## src/rtl/presc_pkg.sv

```systemverilog
package presc_pkg;
   localparam int unsigned SEL_W = 3;

   typedef enum logic [SEL_W-1:0] {
      SEL_STOP     = 3'd0,
      SEL_DIV1     = 3'd1,
      SEL_DIV8     = 3'd2,
      SEL_DIV64    = 3'd3,
      SEL_DIV256   = 3'd4,
      SEL_DIV1024  = 3'd5,
      SEL_EXT_FALL = 3'd6,
      SEL_EXT_RISE = 3'd7
   } clk_sel_e;

   // log2 of the divide ratio for the divider codes, 0 otherwise
   function automatic int unsigned sel_shift(logic [SEL_W-1:0] code);
      case (code)
         SEL_DIV8:    return 3;
         SEL_DIV64:   return 6;
         SEL_DIV256:  return 8;
         SEL_DIV1024: return 10;
         default:     return 0;
      endcase
   endfunction

   function automatic logic sel_is_div(logic [SEL_W-1:0] code);
      return (code >= SEL_DIV1) && (code <= SEL_DIV1024);
   endfunction
endpackage

```

## src/rtl/presc_edge_sync.sv

```systemverilog
module presc_edge_sync #(
   parameter int unsigned SYNC_STAGES = 2
) (
   input  logic clk,
   input  logic rst_n,
   input  logic pin,
   output logic rise,
   output logic fall
);
   localparam int unsigned CHAIN = SYNC_STAGES + 1;

   initial begin
      if (SYNC_STAGES < 2) $error("SYNC_STAGES must be at least 2");
   end

   logic [CHAIN-1:0] pipe;

   genvar g;
   generate
      for (g = 0; g < CHAIN; g++) begin : g_stage
         if (g == 0) begin : g_first
            always_ff @(posedge clk or negedge rst_n) begin
               if (!rst_n) pipe[g] <= 1'b0;
               else        pipe[g] <= pin;
            end
         end else begin : g_next
            always_ff @(posedge clk or negedge rst_n) begin
               if (!rst_n) pipe[g] <= 1'b0;
               else        pipe[g] <= pipe[g-1];
            end
         end
      end
   endgenerate

   assign rise =  pipe[SYNC_STAGES-1] & ~pipe[SYNC_STAGES];
   assign fall = ~pipe[SYNC_STAGES-1] &  pipe[SYNC_STAGES];
endmodule

```

## src/rtl/presc_count.sv

```systemverilog
module presc_count
   import presc_pkg::*;
#(
   parameter int unsigned CNT_W = 10
) (
   input  logic             clk,
   input  logic             rst_n,
   input  logic [SEL_W-1:0] sel,
   output logic [CNT_W-1:0] cnt,
   output logic             sel_chg
);
   logic [SEL_W-1:0] sel_q;

   assign sel_chg = (sel != sel_q);

   always_ff @(posedge clk or negedge rst_n) begin
      if (!rst_n) begin
         sel_q <= '0;
         cnt   <= '0;
      end else begin
         sel_q <= sel;
         if (sel_chg || !sel_is_div(sel)) cnt <= '0;
         else                             cnt <= cnt + 1'b1;
      end
   end
endmodule

```

## src/rtl/presc_tick_select.sv

```systemverilog
module presc_tick_select
   import presc_pkg::*;
#(
   parameter int unsigned CNT_W = 10
) (
   input  logic [SEL_W-1:0] sel,
   input  logic [CNT_W-1:0] cnt,
   input  logic             sel_chg,
   input  logic             rise,
   input  logic             fall,
   output logic             tick
);
   logic [CNT_W-1:0] mask;

   always_comb begin
      mask = CNT_W'((1 << sel_shift(sel)) - 1);
      tick = 1'b0;
      if (!sel_chg) begin
         case (sel)
            SEL_EXT_FALL: tick = fall;
            SEL_EXT_RISE: tick = rise;
            SEL_STOP:     tick = 1'b0;
            default:      tick = ((cnt & mask) == mask);
         endcase
      end
   end
endmodule

```

## src/rtl/clksel_prescaler.sv

```systemverilog
module clksel_prescaler #(
   parameter int unsigned MAX_DIV_LOG2 = 10,
   parameter int unsigned SYNC_STAGES  = 2
) (
   input  logic       clk,
   input  logic       rst_n,
   input  logic [2:0] clk_sel,
   input  logic       ext_clk,
   output logic       cnt_en
);
   localparam int unsigned CNT_W = MAX_DIV_LOG2;

   initial begin
      if (MAX_DIV_LOG2 < 10) $error("MAX_DIV_LOG2 must cover divide by 1024");
   end

   logic [CNT_W-1:0] cnt;
   logic             sel_chg;
   logic             rise;
   logic             fall;

   presc_count #(.CNT_W(CNT_W)) u_count (
      .clk(clk), .rst_n(rst_n), .sel(clk_sel), .cnt(cnt), .sel_chg(sel_chg)
   );

   presc_edge_sync #(.SYNC_STAGES(SYNC_STAGES)) u_sync (
      .clk(clk), .rst_n(rst_n), .pin(ext_clk), .rise(rise), .fall(fall)
   );

   presc_tick_select #(.CNT_W(CNT_W)) u_sel (
      .sel(clk_sel), .cnt(cnt), .sel_chg(sel_chg), .rise(rise), .fall(fall),
      .tick(cnt_en)
   );
endmodule

```

## config.mk

```make
export PLATFORM = sky130hd
export DESIGN_NAME = clksel_prescaler
export DESIGN_NICKNAME = d
export VERILOG_FILES = /design/src/rtl/presc_pkg.sv /design/src/rtl/presc_edge_sync.sv /design/src/rtl/presc_count.sv /design/src/rtl/presc_tick_select.sv /design/src/rtl/clksel_prescaler.sv
export SDC_FILE = /design/constraint.sdc
export NUM_CORES = 1
export LEC_CHECK = 0
export BUFFER_PORTS_ARGS = -buffer_cell sky130_fd_sc_hd__buf_4
export CORE_MARGIN = 2
export CORE_UTILIZATION = 30
export CTS_BUF_LIST = sky130_fd_sc_hd__clkbuf_8
export DETAILED_ROUTE_END_ITERATION = 10
export PLACE_DENSITY = 0.51
export SYNTH_ARGS = -nofsm -noshare
export SYNTH_HDL_FRONTEND = slang
export SYNTH_HIERARCHICAL = 1
export SYNTH_SLANG_ARGS = --single-unit
```

## constraint.sdc

```tcl
create_clock -name clk -period 3.1 [get_ports clk]
set_input_delay 0.31 -clock clk [delete_from_list [all_inputs] [get_ports clk]]
set_output_delay 0.31 -clock clk [all_outputs]
set_load 0.01 [all_outputs]
```

==> key figures <==
Setup path
  • Critical path's largest stage delay: 0.28 ns
  • Crit-path most repeated cell: buf_4
  • Critical path required time: 2.79 ns
  • Worst setup SP type: primary input
  • Worst R2R Path Depth: 3
  • CP Class: primary input to output pin
  • Worst path cell trace: buf_4 > inv_1 > ha_1 > and4b_1 > a311oi_2 > o2111a_1 > o2111ai_1 > o32ai_2 > buf_4
  • CP endpoint kind: output pin
  • CP max FO: 17
  • Worst path arrival time: 2.14 ns
  • Slowest cell on the critical path: ha_1

Placed design
  • RD Place Congestion: 0.853
  • DP Wirelength: 1.61 mm
  • Port bufs: 6

STA
  • Setup TNS: 0 ns
  • RSZ-0062 raised after global routing: no
  • Fmax: 408 MHz
  • Worst slack on hold paths: 0.172 ns
  • Slew Limit Fails: 0
  • Worst Tran Pin Value: 0.756 ns
  • Worst clock skew: 0.00477 ns
  • Crit path time final: 2.45 ns
  • Endpoints failing setup: 0
  • Max-slew headroom: 0.493
  • Final period util: 0.791
  • Final Hold Viols: 0

Detailed routing
  • Routed len/inst: 13.6 um
  • Post-route DRC: 0
  • Antenna-violating nets left: 0
  • Routed vias: 850
  • Initial drt markers: 41
  • Pre-antenna DRT Iters: 4
  • Via-to-Cell Ratio: 5.21
  • Total wire length: 2.21 mm

Final layout
  • Layout cells sized above 1: 0.179
  • # nets final: 128
  • Commonest non-fill, non-tap cell in the layout: dfrtp_1
  • # diodes: 0
  • Fillers: 349
  • Final core utilization: 0.360
  • Highest-count cells in the layout ignoring fill and taps: dfrtp_1 (16), a21oi_1 (10), nand3_1 (8)
  • Area delta synth->final: 13.0%

Clock network
  • H-tree Lvls: 1
  • CTS tree: yes
  • Clock Latency Late Sink: 0.24 ns
  • Sink Count: 16
  • Max Root-Sink Buffers: 2
  • Post-CTS Resized: 0
  • Root buffer cell: clkbuf_8
  • Clock Pin Slew Worst Setup and Hold Paths: 0.06 ns
  • CTS buffer count: 3

Synth
  • Synth cell types: 45
  • Seq cells post-synth: 16
  • Net Count, Synth: 120
  • Mapped cell area: 1080 um2
  • Cell taking the most area after synthesis: dfrtp_1
  • Post-synth top area share: 0.370
  • Synth Instances: 110
  • Warnings, synthesis: 6
  • Syn_area_per_cell: 9.83 um2
  • Top cells by area, synth: dfrtp_1 (37%), a21oi_1 (4.6%), ha_1 (4.6%), o31ai_1 (4.2%), nand3_1 (3.7%)
  • Number of synthesized flops with an enable pin: 0
  • Async SR Flop Fraction: 1.00
  • Main synth FF type: dfrtp_1
  • Register area share after synthesis: 0.370

GRT
  • GRT Overall Usage: 0.124
  • GR Overflow Total: 0
  • Pin count of the biggest net entering global routing: 19
  • Vias in the first global route: 880
  • First-pass GRT wire length: 3.99 mm
  • Initial antenna violation count: 0

Outcome
  • Status: finished clean

Die
  • Ports: 7
  • Starting density of the core: 0.319
  • Die width: 64.0 um
  • Rows: 21
  • Total die area: 4100 um2
  • Core area: 3390 um2
  • Die H: 64.0 um

Flow run
  • Max cap viols: 0

Power and ir drop
  • Cell Pwr Density: 380 nW/um2
  • Lkg Pwr: 0.475 nW
  • Worst vdd ir: 0.306 mV

Hold path
  • Hold path depth: 1
  • Hold Crit Class: primary input to flip-flop
[area by class of cell]
class                      instances  area, um2  area share
tap                               46       57.6      0.0471
sequential                        16        400       0.328
inverter                           6       22.5      0.0184
clock buffer                       4       55.1      0.0451
timing repair buffer               7       55.1      0.0451
multi-input combinational         84        631       0.516
[registers in the layout (all words and copies together), names as in the netlist]
register and count:
u_sync/pipe 3, u_count/sel_q 3, u_count/cnt 10
[path summary, 6_finish.rpt]
| path | slack, ns | to | from |
|---|---|---|---|
| max | 0.65 | cnt_en | clk_sel[2] |
| min | 0.17 | u_sync/pipe[0]$_DFF_PN0_ | ext_clk |
| max reg2reg | 1.55 | u_count/cnt[9]$_DFF_PN0_ | u_count/sel_q[2]$_DFF_PN0_ |
| min reg2reg | 0.35 | u_sync/pipe[1]$_DFF_PN0_ | u_sync/pipe[0]$_DFF_PN0_ |
| max in group asynchronous | 2.46 | u_count/cnt[9]$_DFF_PN0_ | rst_n |
| min in group asynchronous | 0.46 | u_count/cnt[7]$_DFF_PN0_ | rst_n |
[per-layer routing]
layer,part of all wire,track usage,vias to the layer above
met4,0.0077,0.0625,0
met2,0.48,0.199,8
li1,-,-,435
met5,0,0,-
met1,0.50,0.160,405
met3,0.014,0.0194,2
[worst max-delay path: cells and delay by family]
| family | cells | cell delay [ns] |
|---|---|---|
| fa+ha+maj | 1 | 0.28 |
| buf+inv | 3 | 0.44 |
| simple gates | 1 | 0.24 |
| compound gates | 4 | 0.86 |
[cell usage after synthesis, types with 2 or more instances]
library cell  count
a21oi_1          10
ha_1              4
inv_1             6
dfrtp_1          16
a22oi_1           5
nor3_1            2
nand2b_1          2
xor2_1            2
nand3_1           8
xnor2_1           4
or3_2             2
nor2_1            2
nand2_1           4
o21ai_0           3
and2b_2           2
nor4bb_1          2
o31ai_1           6
or4_1             3
[per-stage QoR]
step / worst slack, ns / total power, mW / cells / area, um2
3_5_place_dp: 0.641 / 0.287 / 158 / 1160
4_1_cts: 0.632 / 0.473 / 163 / 1220
2_1_floorplan: 0.923 / 0.267 / 110 / 1080
5_1_grt: 0.527 / 0.494 / 163 / 1220
3_3_place_gp: 0.629 / 0.286 / 158 / 1160
6_report: 0.648 / 0.464 / 163 / 1220
[logic make-up (layout without fill, tap and decap cells)]
logic type | after synthesis | count (layout) | share of synthesized area
muxes | 2 | 2 | 0.0197
xor gates and xnor gates | 6 | 6 | 0.0486
DFF | 16 | 16 | 0.370
adders and majority gates | 4 | 4 | 0.0463
and+or+nand+nor | 37 | 37 | 0.234
AOI/OAI and AO/OA | 35 | 35 | 0.235
buffers and inverters | 10 | 17 | 0.0463
[repair_timing]
item,in CTS,in global routing
hold endpoints to repair,16,0
setup buffers,0,0
hold buffers,1,0
[report_power, final]
| group | switching, mW | leakage (nW) | internal [mW] | total (mW) |
|---|---|---|---|---|
| clock network | 0.0679 | 0.0288 | 0.112 | 0.180 |
| logic | 0.0377 | 0.237 | 0.0284 | 0.0661 |
| registers | 0.00423 | 0.209 | 0.214 | 0.218 |
Power figures use the tool's default switching activity.
